===== src/rtl/icw_pkg.sv =====
package icw_pkg;
  typedef enum logic [1:0] {
    SEQ_IDLE,
    SEQ_BASE,
    SEQ_SKIP,
    SEQ_MODE
  } seqState_e;

  typedef struct packed {
    logic initGo;
    logic initNeed4;
    logic loadBase;
    logic loadMode;
    logic loadMask;
    logic setRsel;
    logic setSmm;
    logic setRotAeoi;
    logic cmdEoi;
    logic cmdSpec;
    logic cmdRot;
    logic cmdPrio;
    logic readNormal;
    logic readPoll;
  } ctrlStb_t;
endpackage


===== src/rtl/icw_ctrl.sv =====
module icw_ctrl
  import icw_pkg::*;
#(
  parameter int DW = 8
) (
  input  logic          clk,
  input  logic          rstN,
  input  logic          addr,
  input  logic          wrEn,
  input  logic          rdEn,
  input  logic [DW-1:0] wrData,
  output ctrlStb_t      stb
);
  seqState_e seqState;
  logic      need4;
  logic      pollArmed;
  logic      wrA0, wrA1, isInit, isRdCtl, isCmd;
  logic [2:0] cmdCode;

  assign wrA0    = wrEn && !addr;
  assign wrA1    = wrEn && addr;
  assign isInit  = wrA0 && wrData[4];
  assign isRdCtl = wrA0 && !wrData[4] && wrData[3];
  assign isCmd   = wrA0 && !wrData[4] && !wrData[3];
  assign cmdCode = wrData[7:5];

  always_ff @(posedge clk or negedge rstN) begin
    if (!rstN) begin
      seqState <= SEQ_IDLE;
      need4    <= 1'b0;
    end else if (isInit) begin
      seqState <= SEQ_BASE;
      need4    <= wrData[0];
    end else if (wrA1) begin
      case (seqState)
        SEQ_BASE: seqState <= SEQ_SKIP;
        SEQ_SKIP: seqState <= need4 ? SEQ_MODE : SEQ_IDLE;
        SEQ_MODE: seqState <= SEQ_IDLE;
        default:  seqState <= SEQ_IDLE;
      endcase
    end
  end

  always_ff @(posedge clk or negedge rstN) begin
    if (!rstN) pollArmed <= 1'b0;
    else if (isRdCtl && wrData[2]) pollArmed <= 1'b1;
    else if (rdEn) pollArmed <= 1'b0;
  end

  always_comb begin
    stb            = '0;
    stb.initGo     = isInit;
    stb.initNeed4  = wrData[0];
    stb.loadBase   = wrA1 && (seqState == SEQ_BASE);
    stb.loadMode   = wrA1 && (seqState == SEQ_MODE);
    stb.loadMask   = wrA1 && (seqState == SEQ_IDLE);
    stb.setRsel    = isRdCtl && wrData[1];
    stb.setSmm     = isRdCtl && wrData[6];
    stb.readPoll   = rdEn && pollArmed;
    stb.readNormal = rdEn && !pollArmed;
    if (isCmd) begin
      case (cmdCode)
        3'd0, 3'd4: stb.setRotAeoi = 1'b1;
        3'd1: stb.cmdEoi = 1'b1;
        3'd5: begin stb.cmdEoi = 1'b1; stb.cmdRot = 1'b1; end
        3'd3: begin stb.cmdEoi = 1'b1; stb.cmdSpec = 1'b1; end
        3'd7: begin stb.cmdEoi = 1'b1; stb.cmdSpec = 1'b1; stb.cmdRot = 1'b1; end
        3'd6: stb.cmdPrio = 1'b1;
        default: ;
      endcase
    end
  end

  // an init start always restarts the sequence
  p_init_restart_r2: assert property (@(posedge clk) disable iff (!rstN)
    isInit |=> seqState == SEQ_BASE);

  // a poll read leaves poll disarmed unless rearmed in the same cycle
  p_poll_once_r11: assert property (@(posedge clk) disable iff (!rstN)
    (stb.readPoll && !(isRdCtl && wrData[2])) |=> !pollArmed);

  // the discarded word only ever follows the base word
  p_skip_after_base_r4: assert property (@(posedge clk) disable iff (!rstN)
    (seqState == SEQ_SKIP) |-> ($past(seqState) == SEQ_BASE || $past(seqState) == SEQ_SKIP));
endmodule


===== src/rtl/icw_dp.sv =====
module icw_dp
  import icw_pkg::*;
#(
  parameter int DW = 8,
  parameter int LW = 3
) (
  input  logic             clk,
  input  logic             rstN,
  input  logic             addr,
  input  ctrlStb_t         stb,
  input  logic [DW-1:0]    wrData,
  input  logic [DW-1:0]    irrIn,
  input  logic [DW-1:0]    isrIn,
  input  logic             pollHit,
  input  logic [LW-1:0]    pollLine,
  output logic [DW-1:0]    rdData,
  output logic             rdValid,
  output logic             pollAck,
  output logic [DW-1:0]    maskReg,
  output logic [DW-LW-1:0] vecBase,
  output logic             autoEoi,
  output logic             nestedMode,
  output logic             rotAutoEoi,
  output logic             specialMask,
  output logic             initClr,
  output logic             eoiReq,
  output logic             eoiSpec,
  output logic             eoiRot,
  output logic             setPrio,
  output logic [LW-1:0]    cmdLine
);
  localparam logic [DW-1:0] NONE_CODE = DW'(7);
  logic readSel;

  always_ff @(posedge clk or negedge rstN) begin
    if (!rstN) begin
      maskReg     <= '0;
      vecBase     <= '0;
      autoEoi     <= 1'b0;
      nestedMode  <= 1'b0;
      rotAutoEoi  <= 1'b0;
      specialMask <= 1'b0;
      readSel     <= 1'b0;
    end else begin
      if (stb.initGo) begin
        maskReg     <= '0;
        specialMask <= 1'b0;
        readSel     <= 1'b0;
        if (!stb.initNeed4) begin
          autoEoi    <= 1'b0;
          nestedMode <= 1'b0;
        end
      end
      if (stb.loadMask) maskReg <= wrData;
      if (stb.loadBase) vecBase <= wrData[DW-1:LW];
      if (stb.loadMode) begin
        nestedMode <= wrData[4];
        autoEoi    <= wrData[1];
      end
      if (stb.setRsel) readSel <= wrData[0];
      if (stb.setSmm) specialMask <= wrData[5];
      if (stb.setRotAeoi) rotAutoEoi <= wrData[7];
    end
  end

  always_ff @(posedge clk or negedge rstN) begin
    if (!rstN) begin
      initClr <= 1'b0;
      eoiReq  <= 1'b0;
      eoiSpec <= 1'b0;
      eoiRot  <= 1'b0;
      setPrio <= 1'b0;
      cmdLine <= '0;
    end else begin
      initClr <= stb.initGo;
      eoiReq  <= stb.cmdEoi;
      eoiSpec <= stb.cmdSpec;
      eoiRot  <= stb.cmdRot;
      setPrio <= stb.cmdPrio;
      if (stb.cmdSpec || stb.cmdPrio) cmdLine <= wrData[LW-1:0];
    end
  end

  always_ff @(posedge clk or negedge rstN) begin
    if (!rstN) begin
      rdData  <= '0;
      rdValid <= 1'b0;
      pollAck <= 1'b0;
    end else begin
      rdValid <= stb.readNormal || stb.readPoll;
      pollAck <= stb.readPoll && pollHit;
      if (stb.readPoll)
        rdData <= pollHit ? DW'(pollLine) : NONE_CODE;
      else if (stb.readNormal)
        rdData <= addr ? maskReg : (readSel ? isrIn : irrIn);
    end
  end

  // a specific EOI is always an EOI; set-priority never overlaps an EOI
  p_spec_is_eoi_r9: assert property (@(posedge clk) disable iff (!rstN)
    (eoiSpec || eoiRot) |-> eoiReq);
  p_prio_alone_r9: assert property (@(posedge clk) disable iff (!rstN)
    !(setPrio && eoiReq));

  // an acknowledge comes only with read data that names a line
  p_ack_with_data_r11: assert property (@(posedge clk) disable iff (!rstN)
    pollAck |-> (rdValid && rdData < DW'(8)));

  // the init clear pulse follows a cleared mask and read settings
  p_init_clears_r2: assert property (@(posedge clk) disable iff (!rstN)
    initClr |-> (maskReg == '0 && !specialMask && !readSel));

  // the mask moves only on a mask load or an init start
  p_mask_hold_r6: assert property (@(posedge clk) disable iff (!rstN)
    (!stb.loadMask && !stb.initGo) |=> $stable(maskReg));

  // the vector base moves only on its own load
  p_base_hold_r3: assert property (@(posedge clk) disable iff (!rstN)
    !stb.loadBase |=> $stable(vecBase));
endmodule


===== src/rtl/icw_port.sv =====
module icw_port
  import icw_pkg::*;
#(
  parameter int LINES = 8,
  localparam int LW = $clog2(LINES),
  localparam int DW = LINES
) (
  input  logic             clk,
  input  logic             rstN,
  input  logic             addr,
  input  logic             wrEn,
  input  logic             rdEn,
  input  logic [DW-1:0]    wrData,
  input  logic [DW-1:0]    irrIn,
  input  logic [DW-1:0]    isrIn,
  input  logic             pollHit,
  input  logic [LW-1:0]    pollLine,
  output logic [DW-1:0]    rdData,
  output logic             rdValid,
  output logic             pollAck,
  output logic [DW-1:0]    maskReg,
  output logic [DW-LW-1:0] vecBase,
  output logic             autoEoi,
  output logic             nestedMode,
  output logic             rotAutoEoi,
  output logic             specialMask,
  output logic             initClr,
  output logic             eoiReq,
  output logic             eoiSpec,
  output logic             eoiRot,
  output logic             setPrio,
  output logic [LW-1:0]    cmdLine
);
  ctrlStb_t stb;

  icw_ctrl #(.DW(DW)) i_ctrl (
    .clk(clk), .rstN(rstN), .addr(addr), .wrEn(wrEn), .rdEn(rdEn),
    .wrData(wrData), .stb(stb)
  );

  icw_dp #(.DW(DW), .LW(LW)) i_dp (
    .clk(clk), .rstN(rstN), .addr(addr), .stb(stb), .wrData(wrData),
    .irrIn(irrIn), .isrIn(isrIn), .pollHit(pollHit), .pollLine(pollLine),
    .rdData(rdData), .rdValid(rdValid), .pollAck(pollAck),
    .maskReg(maskReg), .vecBase(vecBase), .autoEoi(autoEoi),
    .nestedMode(nestedMode), .rotAutoEoi(rotAutoEoi),
    .specialMask(specialMask), .initClr(initClr), .eoiReq(eoiReq),
    .eoiSpec(eoiSpec), .eoiRot(eoiRot), .setPrio(setPrio), .cmdLine(cmdLine)
  );
endmodule


===== config.mk =====
export PLATFORM = sky130hd
export DESIGN_NAME = icw_port
export DESIGN_NICKNAME = d
export VERILOG_FILES = /design/src/rtl/icw_pkg.sv /design/src/rtl/icw_ctrl.sv /design/src/rtl/icw_dp.sv /design/src/rtl/icw_port.sv
export SDC_FILE = /design/constraint.sdc
export NUM_CORES = 1
export LEC_CHECK = 0
export ABC_AREA = 1
export BUFFER_PORTS_ARGS = -buffer_cell sky130_fd_sc_hd__buf_2
export CAP_MARGIN = 20
export CORE_UTILIZATION = 46
export CTS_BUF_LIST = sky130_fd_sc_hd__clkbuf_16
export CTS_CLUSTER_SIZE = 28
export DETAILED_ROUTE_END_ITERATION = 8
export GPL_ROUTABILITY_DRIVEN = 0
export GPL_TIMING_DRIVEN = 0
export PLACE_DENSITY = 0.73
export REMOVE_ABC_BUFFERS = 1
export SLEW_MARGIN = 5
export SYNTH_ARGS = -nofsm -noshare
export SYNTH_HDL_FRONTEND = slang
export SYNTH_HIERARCHICAL = 1
export SYNTH_SLANG_ARGS = --single-unit
export TNS_END_PERCENT = 20

===== constraint.sdc =====
create_clock -name clk -period 4.4 [get_ports clk]
set_clock_uncertainty 0.1 [all_clocks]
set_input_delay 0.88 -clock clk [delete_from_list [all_inputs] [get_ports clk]]
set_output_delay 0.88 -clock clk [all_outputs]
set_load 0.05 [all_outputs]

### After elaboration in Yosys (flattened, before gate mapping)

Cells that the tools add are included.

| cells by class | value |
|---|---|
| reductions and logical operators | 35 |
| mux-type cells | 26 |
| equal/unequal tests | 10 |

Operators with widths:

| kind | count |
|---|---|
| 2-to-1 mux 8 bit | 6 |
| logical AND 1 bit | 15 |
| 2-to-1 mux 1 bit | 14 |
| nonzero test 2 bit | 7 |
| equality test 3 bit, second input constant | 4 |
| 2-to-1 mux 2 bit | 3 |
| OR reduction 2 bit | 3 |
| 2-to-1 mux 5 bit | 1 |
| equality test 2 bit, second input constant | 2 |
| zero test 1 bit | 4 |
| one-hot mux 2 bit (2 select lines) | 1 |
| OR reduction 4 bit | 1 |
| equality test 3 x 1 -> 1 bit, second input constant | 1 |
| equality test 3 x 2 -> 1 bit, second input constant | 1 |
| zero test 3 bit | 1 |
| 2-to-1 mux 3 bit | 1 |
| equality test 2 x 1 -> 1 bit, second input constant | 1 |
| zero test 2 bit | 1 |
| logical OR 1 bit | 2 |
| != test 2 x 1 -> 1 bit, second input constant | 1 |
| AND reduction 2 bit | 1 |

| storage, ports and cells | value |
|---|---|
| word-level logic and storage cells | 90 |
| bits in registers | 40 |
| output and inout port bits | 35 |

### Longest topological paths before layout

| logic depth | value |
|---|---|
| word-level depth | 6 |
| mapped depth | 7 |

### Hierarchy

Netlist, hierarchy kept.

By module, submodules not included:

| module | cells an instance | seq. area each (um2) | area an instance (um2) | times used |
|---|---|---|---|---|
| icw_dp | 173 | 900.9 | 1514.0 | 1 |
| icw_ctrl | 63 | 100.1 | 402.9 | 1 |

### Least setup slack after synthesis

Ideal clock, no wire load.

| timing | value |
|---|---|
| path kind | input -> register |
| start | in addr |
| end | reg i_dp.autoEoi |
| stages | 7 |
| required time | 4169 ps |
| path slack | 2627 ps |
| data arrival time | 1541 ps |
| setup time | 131 ps |
| cell sequence | inv_1 > nand3_1 > inv_1 > buf_4 > inv_1 > o21ai_0 > o22ai_1 |

| between the ends | value |
|---|---|
| word-level cells in the longest chain between the ends | 5 |
| elaborated cells between the ends (all ways) | 9 |
| classes of those cells | 1 x eq/ne; 1 x mux; 7 x reduce/logical |

Ends and longest elaborated chain:

| element | RTL line | source |
|---|---|---|
| start: declaration | icw_port.sv:10 | `input logic addr,` |
| zero test 1 bit | icw_ctrl.sv:20 | `assign wrA0 = wrEn && !addr;` |
| logical AND 1 bit | icw_ctrl.sv:20 |  |
| logical AND 1 bit | icw_ctrl.sv:22 | `assign isInit = wrA0 && wrData[4];` |
| named net i_ctrl.isInit | icw_ctrl.sv:17 | `logic wrA0, wrA1, isInit, isRdCtl, isCmd;` |
| nonzero test 2 bit (no line) | n/a |  |
| AND reduction 2 bit (no line) | n/a |  |
| end signal: assignment | icw_dp.sv:58 | `autoEoi <= wrData[1];` |
| end: declaration | icw_dp.sv:21 | `output logic autoEoi,` |

The timed path passes the listed nets, and every way through them passes these cells.
A chain may end at the register's enable or synchronous reset.

==> flow_metrics.tcl <==
set metrics [dict create \
    final_core_util_pct 60.7 \
    worst_setup_path_end_kind "flop" \
    dieArea_um2 4430 \
    maxCapViolations 0 \
    drive_gt1_share_pct 27.2 \
    grt_pass1_vias 1476 \
    crit_family "simple AND/OR/NAND/NOR gates" \
    slew_headroom_pct 42.4 \
    ys_ff_latch 40 \
    route.met3.wl_um 346 \
    clk_latency_ps 280 \
    cp.buffers_inverters 1 \
    wl_met1_um 1890 \
    cp_slowest_cell "nor2_1" \
    worstPathRequired_ps 4460 \
    core_um2 4000 \
    grt_start_max_net_pins 41 \
    critical_path.max_stage_delay_ps 420 \
    maxSlewViolCount 0 \
    die-width_um 66.6 \
    syn-instance-count 236 \
    synth_top_area_share_pct 52.2 \
    top_layer_used "met4" \
    drt_iter0_drc 129 \
    port_buffers 67 \
    htreeDepth 2 \
    hold_path.class "flop to flop" \
    cp_cell_sequence "buf_2 > nand2_2 > nor2_1 > mux2_2" \
    routed-wl-met2_um 1820 \
    max_freq_mhz 493 \
    cts_setup_buffers 0 \
    viasPerCell 4.66 \
    seqPwrFrac_pct 36.1 \
    setup-tns-final_ps 0 \
    drtPass1Iterations 4 \
    path_clk_slew_ps 60 \
    cts-resized-gates 0 \
    setup_viol 0 \
    diodes 0 \
    worstMarginPinSlew_ps 865 \
    critPathMaxFanout 12 \
    numCtsBuffers 5 \
    ir_worst_vdd_v 0.000346 \
    die_h_um 66.6 \
    total_power_w 0.00132 \
    fin_crit_sh_pct 46.1 \
    syn_area_per_cell_um2 8.12 \
    cp.arrival_ps 2090 \
    cts_hold_buf 0 \
    p_int_w 0.000804 \
    grt_pass1_wl_um 6510 \
    boundaryPins 68 \
    place_area_um2 2270 \
    hold_viol 0 \
    multi_input_area_um2 707 \
    synth_area_leaders "dfrtp_1, nand2_1, inv_1" \
    min_period_ps 2030 \
    cts.sinks 40 \
    start_util_pct 47.9 \
    p_leak_nw 1.43 \
    wirelength_um 4090 \
    dpl.hpwl_um 3020 \
    overflow 0 \
    layout_common_cells "nand2_1, buf_2, dfrtp_1" \
    switchingPower_w 0.000516 \
    power_density_nw_per_um2 543 \
    syn2layout_area_growth_pct 26.8 \
    final_area_um2 2430 \
    std_cell_rows 23 \
    grt_setup_unrepaired "false" \
    synth.largest_area_cell "dfrtp_1" \
    ant_nets 0 \
    grt.total_usage_pct 20.1 \
    num_vias 1656 \
    regArea_um2 1000 \
    cts_tree "yes" \
    antenna_found_initial 0 \
    final_nets 341 \
    clkPwrFrac_pct 30.3 \
    post-place-cells 347 \
    fill_cells 353 \
    wl_per_cell_um 11.5 \
    syn_area_um2 1920 \
    yosysSeqAreaShare_pct 52.2 \
    layout_commonest_cell "nand2_1" \
    swShare_pct 39.1 \
    critPathKind "input pin to flop" \
    cp-start-kind "input pin" \
    clockBufferDepth 2 \
    synth_warnings 6 \
    outcome "finished clean" \
    combPwrFrac_pct 33.5 \
    root_buffer "clkbuf_16" \
    fin_cells 355 \
    ys_types 22 \
    drc 0 \
]
## cell families after synthesis
logic type	count (synthesis)	share of synthesized area [%]
AND/OR/NAND/NOR	112	24.7
adder cells (fa/ha/maj)	4	2.61
flip-flops	40	52.2
buffers and inverters	49	10.9
AO/OA/AOI/OAI	28	7.77
multiplexers	3	1.76
## power groups by stage
stage,clock network (W),registers [W],logic [W]
5_1_grt,0.000421,0.000485,0.000475
6_report,0.000400,0.000477,0.000443
4_1_cts,0.000409,0.000478,0.000446
3_3_place_gp,0,0.000481,0.000438
2_1_floorplan,0,0.000703,0.000103
3_5_place_dp,0,0.000482,0.000444
## final timing paths
path	from	end	slack, ps	cells after the start
min	i_dp/rdData[2]$_DFFE_PN0P_	i_dp/rdData[2]$_DFFE_PN0P_	370	2
min reg2reg	i_dp/rdData[2]$_DFFE_PN0P_	i_dp/rdData[2]$_DFFE_PN0P_	370	2
max in group asynchronous	rstN	i_ctrl/seqState[0]$_DFFE_PN0P_	3040	1
min in group asynchronous	rstN	i_dp/pollAck$_DFF_PN0_	610	1
max	addr	i_dp/vecBase[4]$_DFFE_PN0P_	2370	4
max reg2reg	i_ctrl/seqState[1]$_DFFE_PN0P_	i_dp/vecBase[4]$_DFFE_PN0P_	2660	5
## metal layers
metal	GRT usage, %	vias up
met5	0	-
met4	6.38	0
met3	7.36	3
met2	31.9	61
met1	25.2	730
li1	-	862
## registers in the layout (all words and copies together) (netlist names), 2 cells and up
name / cells
i_dp/vecBase: 5
i_dp/cmdLine: 3
i_ctrl/seqState: 2
i_dp/maskReg: 8
i_dp/rdData: 8
## synth_stat cells
cell and instances:
nand2_1 68, buf_4 2, nor2_4 1, dfrtp_1 40, inv_1 39, nor2_1 21, o21ai_1 1, buf_6 2
nor2_2 1, a21oi_1 11, nand2_2 1, mux2_2 3, o21ai_0 10, inv_2 3, nand3b_4 1, buf_2 2
o22ai_1 5, ha_1 4, clkinv_1 1, nand3_1 18, nand4_1 1, o31ai_1 1
## worst register-to-register path, cell delays in order, from the launching register on
cell	delay, ps
dfrtp_1	410
inv_1	100
ha_1	160
inv_1	50
nor2_1	410
mux2_2	390
## area by class of cell
class | instances | share of cell area (%)
clock buffers | 5 | 5.15
flip-flops and latches | 40 | 41.2
inverters | 43 | 6.64
multi-input cells | 147 | 29.1
repair buffers | 67 | 13.8
clock inverters | 3 | 1.54
well taps | 50 | 2.57
## through the flow
stage	hold WS, ps	worst slack [ps]
finish	374	2370
global route	408	2250
CTS	375	2400
floorplan	349	2550
global placement	357	2110
detailed placement	360	2090
(Power assumes the default switching activity.)
